### src/rtl/conv_bus_pkg.sv
package conv_bus_pkg;
  localparam int DATA_W   = 8;
  localparam int ADDR_W   = 2;
  localparam int LB_BIT   = 6;
  localparam int CHAN_LSB = 2;
  localparam int CHAN_W   = 3;
  localparam int SYNC_N   = 2;
  localparam int CTRL_W   = 4;
  typedef logic [DATA_W-1:0] byte_t;
endpackage

### src/rtl/conv_sync.sv
module conv_sync #(
  parameter int              W       = 1,
  parameter int              STAGES  = 2,
  parameter logic [W-1:0]    RST_VAL = '0
) (
  input  logic         clk,
  input  logic         rst_n,
  input  logic [W-1:0] d,
  output logic [W-1:0] q
);
  logic [W-1:0] stg [STAGES];

  always_ff @(posedge clk or negedge rst_n) begin
    if (!rst_n) begin
      for (int i = 0; i < STAGES; i++) stg[i] <= RST_VAL;
    end else begin
      stg[0] <= d;
      for (int i = 1; i < STAGES; i++) stg[i] <= stg[i-1];
    end
  end

  assign q = stg[STAGES-1];
endmodule

### src/rtl/conv_reg_file.sv
module conv_reg_file
  import conv_bus_pkg::*;
(
  input  logic  clk,
  input  logic  rst_n,
  input  logic  wr_rise,
  input  logic  rd_rise,
  input  logic  ctl_sel,
  input  logic  cnv_sel,
  input  byte_t bus_byte,
  input  byte_t adc_result,
  input  logic  conv_done,
  output byte_t range_q,
  output byte_t ref_q,
  output byte_t dac_q,
  output logic  conv_start,
  output logic  data_valid
);
  byte_t range_d, ref_d, dac_d;
  logic  start_d, dv_d;
  logic  ctl_wr, ref_hit, range_wr, ref_wr, dac_wr, lb_copy;

  always_comb begin
    ctl_wr   = wr_rise & ctl_sel;
    ref_hit  = (bus_byte[ADDR_W-1:0] == '0);
    range_wr = ctl_wr & ~ref_hit;
    ref_wr   = ctl_wr & ref_hit;
    dac_wr   = wr_rise & cnv_sel & ~ctl_sel;
    lb_copy  = rd_rise & cnv_sel & ref_q[LB_BIT];

    range_d = range_q;
    ref_d   = ref_q;
    dac_d   = dac_q;
    if (range_wr) range_d = bus_byte;
    if (ref_wr)   ref_d   = bus_byte;
    if (dac_wr)        dac_d = bus_byte;
    else if (lb_copy)  dac_d = adc_result;

    start_d = range_wr;
    if (range_wr)       dv_d = 1'b0;
    else if (conv_done) dv_d = 1'b1;
    else                dv_d = data_valid;
  end

  always_ff @(posedge clk or negedge rst_n) begin
    if (!rst_n) begin
      range_q    <= '0;
      ref_q      <= '0;
      dac_q      <= '0;
      conv_start <= 1'b0;
      data_valid <= 1'b0;
    end else begin
      range_q    <= range_d;
      ref_q      <= ref_d;
      dac_q      <= dac_d;
      conv_start <= start_d;
      data_valid <= dv_d;
    end
  end


  start_pulse_chk: assert property (@(posedge clk) disable iff (!rst_n)
    conv_start |=> !conv_start);

  ref_no_start_chk: assert property (@(posedge clk) disable iff (!rst_n)
    (ref_q != $past(ref_q)) |-> !conv_start);

  start_clears_chk: assert property (@(posedge clk) disable iff (!rst_n)
    conv_start |-> !data_valid);

  dv_rise_chk: assert property (@(posedge clk) disable iff (!rst_n)
    $rose(data_valid) |-> $past(conv_done));

  dac_cause_chk: assert property (@(posedge clk) disable iff (!rst_n)
    (dac_q != $past(dac_q)) |-> $past(wr_rise || rd_rise));
endmodule

### src/rtl/conv_rd_path.sv
module conv_rd_path
  import conv_bus_pkg::*;
(
  input  logic  clk,
  input  logic  rst_n,
  input  logic  rd_act,
  input  byte_t adc_result,
  output byte_t bus_out,
  output logic  bus_oe
);
  byte_t out_d;
  logic  oe_d;

  always_comb begin
    oe_d  = rd_act;
    out_d = rd_act ? adc_result : '0;
  end

  always_ff @(posedge clk or negedge rst_n) begin
    if (!rst_n) begin
      bus_oe  <= 1'b0;
      bus_out <= '0;
    end else begin
      bus_oe  <= oe_d;
      bus_out <= out_d;
    end
  end


  idle_bus_chk: assert property (@(posedge clk) disable iff (!rst_n)
    !bus_oe |-> (bus_out == '0));
endmodule

### src/rtl/conv_bus_ctrl.sv
module conv_bus_ctrl
  import conv_bus_pkg::*;
(
  input  logic                clk,
  input  logic                rst_n,
  input  logic                ctl_sel_n,
  input  logic                cnv_sel_n,
  input  logic                wr_n,
  input  logic                rd_n,
  input  logic [DATA_W-1:0]   bus_in,
  output logic [DATA_W-1:0]   bus_out,
  output logic                bus_oe,
  input  logic [DATA_W-1:0]   adc_result,
  input  logic                conv_done,
  output logic                conv_start,
  output logic                data_valid,
  output logic [DATA_W-1:0]   range_reg,
  output logic [DATA_W-1:0]   ref_reg,
  output logic [DATA_W-1:0]   dac_code,
  output logic [CHAN_W-1:0]   chan_sel,
  output logic                loopback_en
);
  localparam int PIPE_W = CTRL_W + DATA_W;
  localparam logic [PIPE_W-1:0] PIPE_RST = {{CTRL_W{1'b1}}, {DATA_W{1'b0}}};

  logic              rst_sync_n;
  logic [PIPE_W-1:0] pipe_d, pipe_q;
  logic              ctl_s_n, cnv_s_n, wr_s_n, rd_s_n;
  byte_t             bus_s;
  logic              wr_prev, rd_prev, wr_prev_d, rd_prev_d;
  logic              wr_rise, rd_rise, rd_act;

  conv_sync #(.W(1), .STAGES(SYNC_N), .RST_VAL(1'b0)) u_rst_sync (
    .clk(clk), .rst_n(rst_n), .d(1'b1), .q(rst_sync_n)
  );

  assign pipe_d = {ctl_sel_n, cnv_sel_n, wr_n, rd_n, bus_in};

  conv_sync #(.W(PIPE_W), .STAGES(SYNC_N), .RST_VAL(PIPE_RST)) u_in_sync (
    .clk(clk), .rst_n(rst_sync_n), .d(pipe_d), .q(pipe_q)
  );

  assign {ctl_s_n, cnv_s_n, wr_s_n, rd_s_n, bus_s} = pipe_q;

  always_comb begin
    wr_prev_d = wr_s_n;
    rd_prev_d = rd_s_n;
    wr_rise   = wr_s_n & ~wr_prev;
    rd_rise   = rd_s_n & ~rd_prev;
    rd_act    = ~rd_s_n & ~cnv_s_n;
  end

  always_ff @(posedge clk or negedge rst_sync_n) begin
    if (!rst_sync_n) begin
      wr_prev <= 1'b1;
      rd_prev <= 1'b1;
    end else begin
      wr_prev <= wr_prev_d;
      rd_prev <= rd_prev_d;
    end
  end

  conv_reg_file u_regs (
    .clk(clk), .rst_n(rst_sync_n),
    .wr_rise(wr_rise), .rd_rise(rd_rise),
    .ctl_sel(~ctl_s_n), .cnv_sel(~cnv_s_n),
    .bus_byte(bus_s), .adc_result(adc_result), .conv_done(conv_done),
    .range_q(range_reg), .ref_q(ref_reg), .dac_q(dac_code),
    .conv_start(conv_start), .data_valid(data_valid)
  );

  conv_rd_path u_rd (
    .clk(clk), .rst_n(rst_sync_n), .rd_act(rd_act),
    .adc_result(adc_result), .bus_out(bus_out), .bus_oe(bus_oe)
  );

  assign chan_sel    = range_reg[CHAN_LSB +: CHAN_W];
  assign loopback_en = ref_reg[LB_BIT];


  no_sel_write_chk: assert property (@(posedge clk) disable iff (!rst_sync_n)
    (wr_rise && ctl_s_n && cnv_s_n) |=>
      ($stable(range_reg) && $stable(ref_reg) && $stable(dac_code) && !conv_start));

  ctl_priority_chk: assert property (@(posedge clk) disable iff (!rst_sync_n)
    (wr_rise && !ctl_s_n && !rd_rise) |=> $stable(dac_code));
endmodule

### config.mk
export PLATFORM = sky130hd
export DESIGN_NAME = conv_bus_ctrl
export DESIGN_NICKNAME = d
export VERILOG_FILES = /design/src/rtl/conv_bus_pkg.sv /design/src/rtl/conv_sync.sv /design/src/rtl/conv_reg_file.sv /design/src/rtl/conv_rd_path.sv /design/src/rtl/conv_bus_ctrl.sv
export SDC_FILE = /design/constraint.sdc
export NUM_CORES = 1
export LEC_CHECK = 0
export ABC_AREA = 1
export BUFFER_PORTS_ARGS = -buffer_cell sky130_fd_sc_hd__buf_4
export CAP_MARGIN = 15
export CELL_PAD_IN_SITES_DETAIL_PLACEMENT = 1
export CELL_PAD_IN_SITES_GLOBAL_PLACEMENT = 1
export CORE_ASPECT_RATIO = 1.2
export CORE_MARGIN = 1.5
export CORE_UTILIZATION = 42
export CTS_CLUSTER_DIAMETER = 60
export CTS_CLUSTER_SIZE = 40
export DETAILED_ROUTE_END_ITERATION = 8
export PLACE_DENSITY_LB_ADDON = 0.1
export SLEW_MARGIN = 20
export SYNTH_ARGS = -nofsm -noshare
export SYNTH_HDL_FRONTEND = slang
export SYNTH_SLANG_ARGS = --single-unit
export TNS_END_PERCENT = 5
### constraint.sdc
create_clock -name clk -period 3.35 [get_ports clk]
set_input_delay 0.335 -clock clk [delete_from_list [all_inputs] [get_ports clk]]
set_output_delay 0.335 -clock clk [all_outputs]
set_load 0.005 [all_outputs]
==> results of run 1 <==
critical path: stages (launching register included):
cell     delay (ns)
dfstp_2        0.53
inv_1          0.07
nor3_2         0.21
nand2_1        0.34
nand2_1        0.18
o21ai_2        0.06
state kept, by name (all words and copies together), names as in the netlist, 8 cells and up:
name            count
u_regs.ref_q        8
u_regs.dac_q        8
u_in_sync.stg      12
u_regs.range_q      8
u_in_sync.q        12
u_rd.bus_out        8
cells by family (layout without fill, tap and decap cells):
| family | after synthesis | after routing | synth area share, % |
|---|---|---|---|
| DFF | 63 | 63 | 71.5 |
| buffers and inverters | 29 | 99 | 6.59 |
| AOI/OAI and AO/OA | 12 | 12 | 3.72 |
| and+or+nand+nor | 89 | 89 | 18.0 |
| other | 1 | 1 | 0.169 |
cell usage after synthesis:
cell / number / share of area [%]
dfstp_2: 10 / 12
nand3_2: 1 / 0.45
inv_1: 21 / 3.5
o21ai_2: 6 / 2.4
dfrtp_1: 53 / 60
o21ai_1: 6 / 1.4
nor3_2: 1 / 0.45
nor2_8: 1 / 0.90
nor2_4: 1 / 0.51
inv_2: 1 / 0.17
buf_4: 4 / 1.4
nand2_4: 1 / 0.51
conb_1: 1 / 0.17
nand3_1: 16 / 3.6
nor2_1: 15 / 2.5
nand2_1: 52 / 8.8
buf_6: 3 / 1.5
nand2_2: 1 / 0.28
report_power, final:
group          switching (mW)  internal (mW)
registers              0.0631          0.849
clock network           0.256          0.300
logic                   0.104          0.145
total                   0.423           1.29
routing by layer:
layer / wire (µm) / up-vias
met5: 0 / -
met4: 60 / 0
met3: 185 / 5
met2: 2480 / 39
met1: 1840 / 728
li1: - / 721
path summary, 6_finish.rpt:
check / startpoint / end / slack (ns) / depth (start not counted)
min in group asynchronous: rst_n / u_rst_sync.stg[1] / 0.34 / 2
min: bus_in[7] / u_in_sync.stg[19] / 0.11 / 1
max: u_in_sync.q[9] / u_regs.ref_q[7] / 1.84 / 5
max reg2reg: u_in_sync.q[9] / u_regs.ref_q[7] / 1.84 / 5
min reg2reg: u_in_sync.stg[14] / u_in_sync.q[2] / 0.35 / 0
max in group asynchronous: u_rst_sync.q / u_in_sync.stg[22] / 2.14 / 1
layout make-up:
cell class	count	area (µm²)
well taps	60	75.1
clock inverters	1	5.00
repair buffers	63	475
clock buffers	13	159
inverters	22	82.6
multi-input cells	102	487
fillers	562	2140
flip-flops and latches	63	1590
==> results.yml, run 1 <==
route:
  vias: 1493
  drc: 0
  drt_iter0_markers: 85
  ant_nets: 0
  routedWlPerCell_um: 14.1
  dr.pass1.iters: 4
  routed_wl_mm: 4.57
  viasPerCell: 4.61
synthesis:
  ys_warn_count: 0
  synthesis.nets: 217
  ys_seq_area_share_pct: 71.5
  synth_cell_types: 18
  syn_area_um2: 2220
  ys_ff_latch: 63
  syn_avg_cell_area_um2: 11.5
  synthCells: 194
final_layout:
  finalNetCount: 284
  diodes: 0
  layout_common_cells: "buf_4, nand2_1, dfrtp_1, inv_1, nand3_1"
  drive_gt1_share_pct: 37.1
  final_core_util_pct: 57.4
  layout_commonest_cell: "buf_4"
  stdcell_count: 324
  area_delta_synth_final_pct: 29.3
  design_area_um2: 2870
run:
  maxCapViolCount: 0
timing:
  maxSlewViolCount: 0
  tightest_slew_ns: 0.855
  final.min_clock_period_ns: 1.51
  setup_viol: 0
  finClkSkew_ns: 0.00529
  tns_ns: 0
  period_share_pct: 45.1
  rsz0062_at_grt: "false"
  max_slew_margin_pct: 43.0
  timing.final.ws_setup_ns: 1.84
  max_freq_ghz: 0.662
  hold_slack_ns: 0.114
  finalHoldViolCount: 0
cts:
  cts_hold_buf: 1
  clk_pin_slew_ns: 0.06
  worstSkewPairLatency_ns: 0.32
  cts_root_buf: "clkbuf_8"
  cts_setup_buffers: 0
  clock_sinks: 63
  cts_tree: "done"
  numCtsBuffers: 9
  post_cts_resized: 0
  clock_path_buffers: 2
  cts_max_level: 3
placed_design:
  place.gp.congestion: 0.753
  placement.cell_area_um2: 2700
  dp_slack_ns: 1.83
  port_buffers: 61
  dp_hpwl_mm: 3.39
  placed_cells: 309
setup_path:
  cp.required_ns: 3.55
  endpoint_kind: "flip-flop"
  crit_type: "flip-flop to flip-flop"
  cp-start-kind: "flip-flop"
  worstPathArrival_ns: 1.71
  crit_fanout: 13
global_routing:
  antenna_found_initial: 0
  overflow: 0
  grtUsageMet1_pct: 20.8
  grt_usage_pct: 17.5
  grt_max_degree: 42
  grt-busiest-layer: "met2"
  use_met3_pct: 3.88
  grt_first_pass_wirelength_mm: 7.48
  grt_use_met2_pct: 30.2
  grt_pass1_vias: 1552
worst_hold_path:
  hold_path_class: "input pin to flip-flop"
floorplanning:
  io_pins: 62
  initial_core_util_pct: 44.4
  die_w_um: 69.4
  rows: 28
  die_h_um: 82.7
  core-area_um2: 5010
  die-area_um2: 5740
status:
  status: "finished, final reports clean"
pwr:
  p_per_area_nw_per_um2: 597
  peakVddDrop_uv: 375
  finalPower_mw: 1.72
  p_leak_nw: 1.55
No activity file was read; power rests on OpenSTA's default activity.
==> run 2: changes to the inputs <==
- CORE_UTILIZATION: 42 -> 39
- clock period: 3.35 -> 1.5 ns (I/O delays scaled with it)
==> run 2 against run 1 <==
Effect of this change:
- critical path depth stayed put
- global-route usage is 0.43 points lower
- highest routed layer unchanged
- sequential share of layout area is 3.5 points lower
- design area is 6.7% higher
- cell count is 5.6% higher
- largest cell class unchanged
==> results.yml, run 2 (same netlist as run 1, synthesis figures left out) <==
route:
  routedWlPerCell_um: 13.8
  drc: 0
  ant_nets: 0
  drt_iter0_markers: 82
  dr.pass1.iters: 4
  vias: 1567
  viasPerCell: 4.58
  routed_wl_mm: 4.72
setup_path:
  cp.required_ns: 1.72
  worstPathCellList: "inv_1 -> nor3_4 -> nand2_4 -> nand2_1 -> o21ai_2"
  crit_fanout: 13
  worstPathArrival_ns: 1.57
  crit_type: "flip-flop to flip-flop"
  worstReg2RegStart: "u_in_sync.q[9]"
  r2r_setup_slack_ns: 0.14
  endpoint_kind: "flip-flop"
  crit_slowest_cell: "dfstp_2"
  cpPeakStageDelay_ns: 0.53
  worstRegToRegCells: 5
  worstReg2RegEnd: "u_regs.range_q[5]"
  cp-start-kind: "flip-flop"
pwr:
  p_leak_nw: 1.64
  finalPower_mw: 4.02
  p_per_area_nw_per_um2: 1310
  peakVddDrop_uv: 882
timing:
  max_freq_ghz: 0.738
  rsz0062_at_grt: "false"
  setup_viol: 0
  finalHoldViolCount: 0
  finClkSkew_ns: 0.00727
  final.min_clock_period_ns: 1.36
  maxSlewViolCount: 0
  period_share_pct: 90.4
final_layout:
  layout_common_cells: "buf_4, dfrtp_1, nand2_1, inv_1, nand3_1"
  design_area_um2: 3070
  area_delta_synth_final_pct: 38.1
  finalNetCount: 298
  fillers: 595
  multi_input_area_um2: 508
  stdcell_count: 342
  drive_gt1_share_pct: 36.1
  diodes: 0
  seqCellArea_um2: 1590
  final_core_util_pct: 56.7
  layout_commonest_cell: "buf_4"
cts:
  numCtsBuffers: 9
  clk_pin_slew_ns: 0.07
  cts_max_level: 3
  cts_tree: "done"
  clock_sinks: 63
  cts_root_buf: "clkbuf_8"
  worstSkewPairLatency_ns: 0.32
  clock_path_buffers: 2
  cts_setup_buffers: 0
floorplanning:
  initial_core_util_pct: 41.1
  io_pins: 62
  core-area_um2: 5410
  die_w_um: 71.9
  rows: 29
  die_h_um: 85.7
  die-area_um2: 6160
global_routing:
  grt_usage_pct: 17.1
  grt_max_degree: 62
  grt_first_pass_wirelength_mm: 7.80
  grt_pass1_vias: 1655
  overflow: 0
  antenna_found_initial: 0
run:
  maxCapViolCount: 0
placed_design:
  placed_cells: 313
  port_buffers: 61
  placement.cell_area_um2: 2730
  place.gp.congestion: 0.732
  dp_hpwl_mm: 3.28
worst_hold_path:
  holdPathEnd: "u_rd.bus_out[5]"
  holdPathStages: 3
  hold_start: "adc_result[5]"
  hold_path_class: "input pin to flip-flop"
status:
  status: "finished, final reports clean"
-- run 2: cell types whose count changed in the layout (fill, tap and decap cells not counted), sizes merged --
cell	previous run	this run
buf	62	64
bufinv	0	1
clkbuf	13	15
clkinv	1	0
dlygate4sd3	1	13
-- run 2: critical path, delay by kind of cell (launching register included) --
family / cells / cell delay, ns
simple gates: 3 / 0.57
flops: 1 / 0.53
buf+inv: 1 / 0.09
compound gates: 1 / 0.06
-- run 2: worst max path at each step --
stage | startpoint | end | slack, ns | depth (start not counted)
CTS | u_in_sync.q[9] | u_regs.range_q[5] | -0.08 | 5
global placement | u_in_sync.q[9] | u_regs.range_q[6] | 0.06 | 5
detailed placement | u_in_sync.q[9] | u_regs.range_q[5] | -0.06 | 5
finish | u_in_sync.q[9] | u_regs.range_q[5] | 0.14 | 5
floorplan | u_in_sync.q[9] | u_regs.dac_q[5] | 0.22 | 8
global route | u_in_sync.q[9] | u_regs.range_q[5] | 0.06 | 5
-- run 2: timing repair --
item	CTS	global route
hold buffers	13	0
endpoints found under the setup margin	14	16
pin swaps	0	0
cloned	0	0
endpoints found under the hold margin	14	0
resized for setup	0	5
-- run 2: layout make-up --
cell class | instances | area share [%]
inverter | 22 | 2.69
timing repair buffer | 77 | 20.3
clock inverter | 1 | 0.979
clock buffer | 15 | 5.10
multi-input combinational | 102 | 16.6
tap | 62 | 2.53
sequential | 63 | 51.8
-- run 2: report_power, final --
part | switching [mW] | internal, mW
Sequential | 0.113 | 1.90
Combinational | 0.266 | 0.358
Clock | 0.566 | 0.817
Total | 0.945 | 3.07
-- run 2: per-layer routing --
layer	share of wire [%]	wire length, µm	track usage [%]	vias up
met1	43	2020	22.0	759
met5	0	0	0	-
met3	3.8	180	3.76	8
li1	-	-	-	755
met2	52	2460	27.1	45
met4	1.4	68	8.75	0
-- run 2: metrics by stage --
| step | TNS, ns | worst slack, ns | hold slack [ns] |
|---|---|---|---|
| after global routing | 0 | 0.0573 | 0.0530 |
| final | 0 | 0.145 | 0.0517 |
| after global placement | 0 | 0.0598 | -0.0679 |
| after CTS | -0.495 | -0.0792 | 0.0370 |
| after detailed placement | -0.163 | -0.0641 | -0.0661 |
| after floorplan | 0 | 0.224 | -0.146 |
==> run 3: changes to the inputs <==
- BUFFER_PORTS_ARGS: -buffer_cell sky130_fd_sc_hd__buf_4 -> unset
- CORE_UTILIZATION: 39 -> 47
- DONT_BUFFER_PORTS: unset -> 1
==> run 3 against run 2 <==
Effect of this change:
- global-route usage grew 3.8 points
- die area shrank 16%
- sequential cell count unchanged
- power down 5.2%
- clock-buffer cell count decreased by 3
- largest cell class unchanged
- design area decreased by 12%
- hold slack lost 0.041 ns
- critical path type unchanged
- maximum frequency decreased by 1.1%
- via count fell by 8.8%
- cell count fell by 16%
- register-to-register slack worse by 0.02 ns
==> results.yml, run 3 (same netlist as run 1, synthesis figures left out) <==
status:
  status: "finished, final reports clean"
cts:
  cts_setup_buffers: 0
  clock_sinks: 63
  cts_root_buf: "clkbuf_8"
  clk_pin_slew_ns: 0.07
  cts_tree: "done"
  worstSkewPairLatency_ns: 0.34
  cts_max_level: 3
  numCtsBuffers: 9
  clock_path_buffers: 2
timing:
  maxSlewViolCount: 0
  period_share_pct: 91.4
  final.min_clock_period_ns: 1.37
  finClkSkew_ns: 0.00455
  rsz0062_at_grt: "false"
  max_freq_ghz: 0.729
  timing.final.ws_setup_ns: 0.129
  setup_viol: 0
  hold_slack_ns: 0.0105
  finalHoldViolCount: 0
global_routing:
  grt_pass1_vias: 1614
  overflow: 0
  grt_usage_pct: 20.9
  grt_first_pass_wirelength_mm: 7.78
  antenna_found_initial: 0
  grt_max_degree: 32
setup_path:
  cp.required_ns: 1.72
  worstPathArrival_ns: 1.59
  crit_fanout: 13
  worstReg2RegStart: "u_in_sync.q[9]"
  crit_path_start: "u_in_sync.q[9]"
  endpoint_kind: "flip-flop"
  cp-start-kind: "flip-flop"
  worstRegToRegCells: 5
  crit_type: "flip-flop to flip-flop"
route:
  ant_nets: 0
  dr.pass1.iters: 4
  viasPerCell: 4.98
  routedWlPerCell_um: 16.6
  drc: 0
  vias: 1429
  drt_iter0_markers: 73
  routed_wl_mm: 4.76
final_layout:
  fillers: 494
  seqCellArea_um2: 1590
  stdcell_count: 287
  drive_gt1_share_pct: 19.2
  multi_input_area_um2: 508
  layout_commonest_cell: "dfrtp_1"
  finalNetCount: 247
  layout_common_cells: "dfrtp_1, nand2_1, dlygate4sd3_1, inv_1, nand3_1"
  area_delta_synth_final_pct: 21.2
  diodes: 0
placed_design:
  port_buffers: 0
  dp_hpwl_mm: 3.16
  dp_slack_ns: -0.0649
  place.gp.congestion: 0.767
  placed_cells: 249
floorplanning:
  rows: 27
  core-area_um2: 4560
  die_h_um: 78.3
  die_w_um: 65.8
  io_pins: 62
  die-area_um2: 5150
  initial_core_util_pct: 48.7
worst_hold_path:
  hold_start: "adc_result[6]"
  hold_path_class: "input pin to flip-flop"
  holdPathStages: 4
run:
  maxCapViolCount: 0
pwr:
  p_leak_nw: 1.38
  p_per_area_nw_per_um2: 1410
  peakVddDrop_uv: 935
## run 3: cell types whose count changed in the layout (fill, tap and decap cells not counted), sizes merged
cell / before / now
clkbuf: 15 / 12
dlygate4sd3: 13 / 22
buf: 64 / 4
clkinv: 0 / 3
## run 3: where the power goes
| part | internal [mW] | switching, mW | leakage [nW] |
|---|---|---|---|
| clock network | 0.805 | 0.618 | 0.100 |
| registers | 1.90 | 0.150 | 0.761 |
| logic | 0.145 | 0.193 | 0.516 |
| total | 2.85 | 0.962 | 1.38 |
## run 3: timing repair
item	4_1_cts	5_1_grt
cloned	0	0
endpoints found under the hold margin	23	0
endpoints found under the setup margin	15	16
gates resized for setup	0	5
hold buffers	22	0
## run 3: worst max-delay path: stages (launching register included)
cell,delay [ns]
dfstp_2,0.53
inv_1,0.09
nor3_4,0.26
nand2_4,0.18
nand2_1,0.12
o21ai_1,0.08
## run 3: final timing paths
kind | end | slack [ns]
worst max register to register | u_regs.range_q[2] | 0.13
worst max-delay path | u_regs.range_q[2] | 0.13
worst min-delay path | u_regs.dac_q[6] | 0.01
max in group asynchronous | rd_prev | 0.89
min in group asynchronous | u_rst_sync.stg[1] | 0.04
worst min register to register | u_regs.range_q[0] | 0.29
## run 3: layout make-up
class / instances / share of cell area (%)
Tap cell: 58 / 2.69
Multi-Input combinational cell: 102 / 18.9
Clock buffer: 12 / 5.39
Clock inverter: 4 / 1.67
Sequential cell: 63 / 59.0
Inverter: 22 / 3.07
Timing Repair Buffer: 26 / 9.29
## run 3: routing by layer
layer	share of wire [%]	up-vias	GRT usage [%]
met5	0	-	0
met4	2.1	0	10.2
met3	5.7	9	7.31
met2	55	51	35.9
met1	37	720	22.6
li1	-	649	-
## run 3: through the flow
stage | setup TNS, ns | total power, mW | instance area [µm²] | utilization (%)
6_report | 0 | 3.81 | 2690 | 59.1
5_1_grt | 0 | 3.98 | 2690 | 59.1
3_3_place_gp | 0 | 2.33 | 2260 | 49.6
3_5_place_dp | -0.423 | 2.36 | 2260 | 49.6
2_1_floorplan | 0 | 2.27 | 2220 | -
4_1_cts | -0.563 | 3.84 | 2670 | 58.6
